### src/rtl/clksw_pkg.sv
package clksw_pkg;
  localparam int N_SRC = 3;
  localparam int SEL_W = $clog2(N_SRC + 1);

  typedef enum logic [SEL_W-1:0] {
    SRC_INT = 2'b00,
    SRC_EXT = 2'b01,
    SRC_PLL = 2'b10,
    SRC_BAD = 2'b11
  } src_e;

  // one-hot decode of a source code; the illegal code maps to all zeros
  function automatic logic [N_SRC-1:0] src_onehot(input logic [SEL_W-1:0] code);
    logic [N_SRC-1:0] r;
    r = '0;
    for (int i = 0; i < N_SRC; i++) begin
      if (code == SEL_W'(i)) r[i] = 1'b1;
    end
    return r;
  endfunction
endpackage

### src/rtl/clksw_rstsync.sv
module clksw_rstsync #(
  parameter int STAGES = 2
) (
  input  logic clk,
  input  logic rst_n,
  output logic rst_n_sync
);
  logic [STAGES-1:0] chain_q;

  always_ff @(posedge clk or negedge rst_n) begin
    if (!rst_n) chain_q <= '0;
    else        chain_q <= {chain_q[STAGES-2:0], 1'b1};
  end

  assign rst_n_sync = chain_q[STAGES-1];
endmodule

### src/rtl/clksw_req.sv
module clksw_req
  import clksw_pkg::*;
(
  input  logic             clk,
  input  logic             rst_n,
  input  logic             wr_en,
  input  logic [SEL_W-1:0] wr_code,
  input  logic             force_int,
  output logic [SEL_W-1:0] req_q
);
  logic             wr_ok;
  logic             upd_en;
  logic [SEL_W-1:0] req_d;

  always_comb begin
    wr_ok  = wr_en && (wr_code != SRC_BAD);
    upd_en = force_int || wr_ok;
    if (force_int) req_d = SRC_INT;
    else           req_d = wr_code;
  end

  always_ff @(posedge clk or negedge rst_n) begin
    if (!rst_n)      req_q <= SRC_INT;
    else if (upd_en) req_q <= req_d;
  end
endmodule

### src/rtl/clksw_seq.sv
module clksw_seq
  import clksw_pkg::*;
(
  input  logic             clk,
  input  logic             rst_n,
  input  logic [SEL_W-1:0] req,
  input  logic [N_SRC-1:0] src_rdy,
  output logic [SEL_W-1:0] cur_q,
  output logic [N_SRC-1:0] mux_q
);
  logic             gap_q, gap_d;
  logic [SEL_W-1:0] tgt_q, tgt_d, cur_d;
  logic             tgt_ready, start;

  always_comb begin
    tgt_ready = |(src_onehot(req) & src_rdy);
    start     = !gap_q && (req != cur_q) && tgt_ready;
    gap_d     = gap_q;
    tgt_d     = tgt_q;
    cur_d     = cur_q;
    if (gap_q) begin
      cur_d = tgt_q;
      gap_d = 1'b0;
    end else if (start) begin
      tgt_d = req;
      gap_d = 1'b1;
    end
  end

  always_ff @(posedge clk or negedge rst_n) begin
    if (!rst_n) begin
      gap_q <= 1'b0;
      tgt_q <= SRC_INT;
      cur_q <= SRC_INT;
      mux_q <= src_onehot(SRC_INT);
    end else begin
      gap_q <= gap_d;
      if (start) tgt_q <= tgt_d;
      if (gap_q) cur_q <= cur_d;
      mux_q <= gap_d ? '0 : src_onehot(cur_d);
    end
  end
endmodule

### src/rtl/clksw_ctrl.sv
module clksw_ctrl
  import clksw_pkg::*;
(
  input  logic             clk,
  input  logic             rst_n,
  input  logic             sw_wr_en,
  input  logic [1:0]       sw_wr_code,
  input  logic             lp_exit,
  input  logic             osc_fail,
  input  logic             guard_en,
  input  logic [2:0]       src_rdy,
  output logic [1:0]       sel_code,
  output logic [1:0]       sel_stat,
  output logic [2:0]       mux_sel
);
  logic rst_q;
  logic force_int;

  assign force_int = lp_exit || (osc_fail && guard_en);

  clksw_rstsync #(.STAGES(2)) u_rst (
    .clk        (clk),
    .rst_n      (rst_n),
    .rst_n_sync (rst_q)
  );

  clksw_req u_req (
    .clk       (clk),
    .rst_n     (rst_q),
    .wr_en     (sw_wr_en),
    .wr_code   (sw_wr_code),
    .force_int (force_int),
    .req_q     (sel_code)
  );

  clksw_seq u_seq (
    .clk     (clk),
    .rst_n   (rst_q),
    .req     (sel_code),
    .src_rdy (src_rdy),
    .cur_q   (sel_stat),
    .mux_q   (mux_sel)
  );
endmodule

### config.mk
export PLATFORM = sky130hd
export DESIGN_NAME = clksw_ctrl
export DESIGN_NICKNAME = d
export VERILOG_FILES = /design/src/rtl/clksw_pkg.sv /design/src/rtl/clksw_rstsync.sv /design/src/rtl/clksw_req.sv /design/src/rtl/clksw_seq.sv /design/src/rtl/clksw_ctrl.sv
export SDC_FILE = /design/constraint.sdc
export NUM_CORES = 1
export LEC_CHECK = 0
export ABC_AREA = 1
export BUFFER_PORTS_ARGS = -buffer_cell sky130_fd_sc_hd__buf_4
export CAP_MARGIN = 20
export CELL_PAD_IN_SITES_DETAIL_PLACEMENT = 1
export CELL_PAD_IN_SITES_GLOBAL_PLACEMENT = 2
export CORE_MARGIN = 2
export CORE_UTILIZATION = 27
export DETAILED_ROUTE_END_ITERATION = 16
export PLACE_DENSITY = 0.81
export SYNTH_ARGS = -nofsm -noshare
export SYNTH_HDL_FRONTEND = slang
export SYNTH_SLANG_ARGS = --single-unit
### constraint.sdc
create_clock -name clk -period 1.05 [get_ports clk]
set_clock_uncertainty 0.1 [all_clocks]
set_input_delay 0.0525 -clock clk [delete_from_list [all_inputs] [get_ports clk]]
set_output_delay 0.0525 -clock clk [all_outputs]
set_load 0.02 [all_outputs]
* Word-level counts from Yosys, hierarchy flattened *
Index checks and enable logic that the tools add are counted.

cells by class
  add/sub/neg operators = 0
  multiply operators = 0
  divide/modulo/power cells = 0
  magnitude comparators = 0
  equality and inequality tests = 6
  shifts and indexed selects = 0
  muxes and demuxes = 11
  bitwise gates (word level) = 2
  reduce and logical (&&, ||, !) cells = 11

operators by type and width
  cell                                           number
  2-to-1 mux 1 bit                               8
  == test 2 x 1 -> 1 bit, second input constant  2
  == test 2 bit, second input constant           2
  logical AND 1 bit                              4
  zero test 2 bit                                2
  2-to-1 mux 2 bit                               2
  AND 3 bit                                      1
  2-to-1 mux 3 bit                               1
  OR reduction 3 bit                             1
  logical OR 1 bit                               2
  != test 2 bit                                  1
  != test 2 bit, second input constant           1
  AND reduction 2 bit                            1
  zero test 1 bit                                1
  NOT 1 bit                                      1

word-level totals
  register bits = 12
  latch bits = 0
  memory bits (writable) = 0
  memory bits (read-only) = 0
  input port bits = 11
  output and inout bits = 7
  word-level logic and storage cells = 36
  memories = 0

* Depth between registers and ports, before layout *
  word-level depth = 8
  gate-level depth with buffers = 7
  depth with buffers taken out = 7

* Modules after synthesis *
From an unflattened synthesis, not the netlist that was laid out.

unflattened totals
  cell total of the unflattened synthesis = 61
  area total of the unflattened synthesis = 519.2 um^2

modules (own cells, without submodules)
  module         instances  cells each  area each (um^2)  sequential area each (um^2)
  clksw_seq      1          44          355.3             201.4
  clksw_req      1          11          98.8              50.0
  clksw_rstsync  1          3           53.8              50.0
  clksw_ctrl     1          3           11.3              0.0

* Least setup slack after synthesis *
OpenSTA, ideal clock, no wires.

  path kind = reg-to-reg
  start point = reg u_req.req_q[1]
  end point = reg u_seq.mux_q[1]
  library setup time = 0.115 ns
  arrival time = 1.023 ns
  required time = 0.835 ns
  slack = -0.187 ns
  cell stages (with the launch flop) = 8
  buffers on the path = 0
  period minus slack after synthesis = 1.237 ns
  path through = dfrtp_1 > inv_1 > nand2_1 > nand2_1 > nand2_1 > nand3_1 > inv_2 > nor2_1

on the way
  cells in the longest elaborated chain, start to end = 8
  elaborated cells on any way between the ends = 14
  those cells by class = eq/ne (3); mux (6); bitwise (1); reduce/logical (4)

ends and longest elaborated chain
  what                                            RTL line         source
  start, declared                                 clksw_req.sv:9   output logic [SEL_W-1:0] req_q
  start signal, assigned                          clksw_req.sv:24  else if (upd_en) req_q <= req_d;
  == test 2 x 1 -> 1 bit (tied with other cells)  clksw_pkg.sv:17  if (code == SEL_W'(i)) r[i] = 1'b1;
  2-to-1 mux 1 bit                                clksw_pkg.sv:17
  AND 3 bit                                       clksw_seq.sv:16  tgt_ready = |(src_onehot(req) & src_rdy);
  OR reduction 3 bit                              clksw_seq.sv:16
  logical AND 1 bit (*)                           clksw_seq.sv:17  start = !gap_q && (req != cur_q) && tgt_ready;
  2-to-1 mux 1 bit (*)                            clksw_seq.sv:24  end else if (start) begin
  2-to-1 mux 1 bit (*)                            clksw_seq.sv:21  if (gap_q) begin
  via u_seq.gap_d                                 clksw_seq.sv:11  logic gap_q, gap_d;
  2-to-1 mux 3 bit (*)                            clksw_seq.sv:40  mux_q <= gap_d ? '0 : src_onehot(cur_d);
  end signal, assigned                            clksw_seq.sv:35  mux_q <= src_onehot(SRC_INT);
  end signal, assigned                            clksw_seq.sv:40
  end, declared                                   clksw_seq.sv:9   output logic [N_SRC-1:0] mux_q

Mark *: on every way through the listed nets, which the timed path passes. The rest lies on a longest branch.
A chain may end at the register's enable or synchronous reset.

* Final worst setup path *
  start point = reg u_req.req_q[0]
  end point = reg u_seq.mux_q[1]

Same word-level chain as after synthesis.

==> results.sh <==
export IMPL_boundaryPins=18
export IMPL_use_met1_pct=18.14
export IMPL_via_per_inst=4.229
export IMPL_pwr_share_seq_pct=37.4
export IMPL_p_per_area_mw_per_mm2=2139
export IMPL_track_usage_pct=14.56
export IMPL_drtPass1Iterations=4
export IMPL_syn_area_um2=495.5
export IMPL_grt_ovfl_total=0
export IMPL_row_count=15
export IMPL_end_kind="flip-flop"
export IMPL_critPathKind="reg2reg"
export IMPL_fin_crit_sh_pct=110.8
export IMPL_ys_ff_latch=12
export IMPL_hold_viol=0
export IMPL_die_height_um=46.84
export IMPL_worstPathMaxFanout=5
export IMPL_cts_buffers=3
export IMPL_min_path_type="in2reg"
export IMPL_pre_cts_slack_ns=-0.1260
export IMPL_cp_top_family="flip-flops"
export IMPL_r2r_end="u_seq.mux_q[1]"
export IMPL_syn_avg_cell_area_um2=8.848
export IMPL_initial_core_util_pct=28.70
export IMPL_ys_seq_area_share_pct=60.86
export IMPL_grt_start_max_net_pins=11
export IMPL_hold_end="u_req.req_q[0]"
export IMPL_drive_gt1_share_pct=52.69
export IMPL_switching_share_pct=37.02
export IMPL_htree_levels=1
export IMPL_report_final_slew_viol_count=0
export IMPL_min_path_cells=3
export IMPL_slowest_stage="dfrtp_2"
export IMPL_synth_top_cell_by_area="dfrtp_1"
export IMPL_use_met2_pct=24.66
export IMPL_drt_total_wl_um=1437
export IMPL_wl_per_cell_um=12.18
export IMPL_postPlaceCellArea_um2=701.9
export IMPL_min_delay_start="sw_wr_code[0]"
export IMPL_synth_cell_types=15
export IMPL_drv_cap=0
export IMPL_grt_busiest_layer="met2"
export IMPL_drc=0
export IMPL_intPower_mw=1.178
export IMPL_crit_path_max_incr_delay_ns=0.44
export IMPL_reg2reg_depth=6
export IMPL_place_congestion=0.6560
export IMPL_dr_total_vias=499
export IMPL_switchingPower_mw=0.6928
export IMPL_grt_pass1_vias=460
export IMPL_pwr_share_comb_pct=43.2
export IMPL_r2r_start="u_req.req_q[0]"
export IMPL_leakagePower_nw=0.4496
export IMPL_area_growth_syn_to_layout_pct=76.52
export IMPL_grt_pass1_wl_um=2159
export IMPL_required_ns=1.12
export IMPL_status="finished, violations left"
export IMPL_nFillCells=220
export IMPL_n_antenna_cell=0
export IMPL_tritoncts="yes"
export IMPL_die_x_um=46.84
export IMPL_clkPwrFrac_pct=19.4
export IMPL_finalSetupTns_ns=-0.7890
export IMPL_layout_nets=105
export IMPL_core_mm2=0.001727
export IMPL_syn_inst=56
export IMPL_clkTransAtPathRegs_ns=0.07
export IMPL_fin_ws_ns=-0.1135
export IMPL_fin_hold_ws_ns=0.02274
export IMPL_clk_path_buf_depth=2
export IMPL_synth_fp_nets=67
export IMPL_dp_hpwl_um=942.2
export IMPL_cts_sinks=12
export IMPL_yosys_warnings=0
export IMPL_ant_nets=0
export IMPL_violations="setup timing"
export IMPL_path_cells="inv_2 > nand3_1 > nand3_2 > nand3_2 > inv_2 > nor2_1"
export IMPL_yosysTopAreaCellShare_pct=55.56
export IMPL_max_freq_mhz=859.5
export IMPL_initialDrtViolationCount=3
export IMPL_power_mw=1.871
export IMPL_layout_commonest_cell="buf_4"
export IMPL_worstSetupStartpointType="flip-flop"
export IMPL_clk_latency_ns=0.27
export IMPL_grt_antenna_before_repair=0
export IMPL_layout_common_cells="buf_4, nand2_1, dlygate4sd3_1, dfrtp_1, inv_1"
export IMPL_dieArea_mm2=0.002194
export IMPL_io_buffer_count=17
export IMPL_final_area_um2=874.6
export IMPL_r2r_slack_ns=-0.11
export IMPL_cts_root_buf="clkbuf_4"
export IMPL_critPathBufInv=2
export IMPL_grtUsageMet3_pct=4.615
export IMPL_crit_arrival_ns=1.23
export IMPL_ys_top_cells_by_area="dfrtp_1, nand2_1, dfstp_2, inv_1, nand3_1"
export IMPL_peakVddDrop_mv=1.143
export IMPL_layout_min_cycle_time_ns=1.164
export IMPL_rsz0062_at_grt="true"
export IMPL_setup_violations=10
## per-stage QoR
step	utilization [%]	std cells
floorplan	-	56
global placement	40.65	102
detailed placement	40.65	102
CTS	48.62	115
global route	50.65	118
finish	50.65	118
## routing by layer
layer | vias to the layer above | share of wire, %
met4 | 0 | 0
met2 | 8 | 56
li1 | 250 | -
met1 | 241 | 41
met3 | 0 | 2.4
met5 | - | 0
## state kept, by name, summed over array words and instances, names as in the netlist
signal / count
u_req.req_q: 2
u_rst.chain_q: 2
u_seq.cur_q: 2
u_seq.gap_q: 1
u_seq.mux_q: 3
u_seq.tgt_q: 2
## layout make-up
class | count | area (µm²) | share of cell area (%)
clock buffer | 4 | 36.28 | 4.149
multi-input combinational | 35 | 193.9 | 22.17
timing repair buffer | 33 | 272.8 | 31.19
sequential | 12 | 306.5 | 35.05
tap | 25 | 31.28 | 3.577
inverter | 9 | 33.78 | 3.863
## power groups by stage
| stage | clock network, mW | registers (mW) | logic (mW) |
|---|---|---|---|
| CTS | 0.378 | 0.705 | 0.724 |
| detailed placement | 0 | 0.706 | 0.650 |
| global placement | 0 | 0.703 | 0.634 |
| floorplan | 0 | 0.783 | 0.294 |
| global route | 0.395 | 0.715 | 0.881 |
| finish | 0.362 | 0.699 | 0.809 |
## cell families after synthesis
| kind of cell | after synthesis | synth area share (%) |
|---|---|---|
| AO/OA/AOI/OAI | 6 | 6.061 |
| other | 1 | 0.7568 |
| buffers and inverters | 9 | 6.820 |
| AND/OR/NAND/NOR | 28 | 25.51 |
| flip-flops | 12 | 60.86 |
## synthesized netlist by cell type
library cell and instances:
a21oi_1 2, and3_1 1, conb_1 1, dfrtp_1 11
dfstp_2 1, inv_1 7, inv_2 2, nand2_1 14
nand3_1 5, nand4_1 2, nor2_1 3, o21ai_0 4
or2_0 1, or2_1 1, or2_2 1
## tightest hold or removal path: stages
cell,delay (ns)
buf_4,0.07
or2_2,0.10
and3_1,0.14
## how the worst max path moves through the flow
| stage | startpoint | end | slack, ns | cells past startpoint |
|---|---|---|---|---|
| 2_1_floorplan | u_req.req_q[1] | u_seq.mux_q[1] | -0.06 | 6 |
| 3_3_place_gp | u_seq.gap_q | u_seq.mux_q[1] | -0.11 | 6 |
| 3_5_place_dp | u_seq.gap_q | u_seq.mux_q[1] | -0.13 | 6 |
| 4_1_cts | u_req.req_q[0] | u_seq.mux_q[0] | -0.1 | 7 |
| 5_1_grt | u_req.req_q[0] | u_seq.mux_q[1] | -0.19 | 6 |
| 6_report | u_req.req_q[0] | u_seq.mux_q[1] | -0.11 | 6 |
## repair_timing
action,4_1_cts,5_1_grt
hold endpoints to repair,4,0
hold buffers,7,0
pin swaps,0,2
gates resized for setup,6,4
setup endpoints to repair,10,14
setup buffers,2,3
No activity file was read; power rests on OpenSTA's default activity.
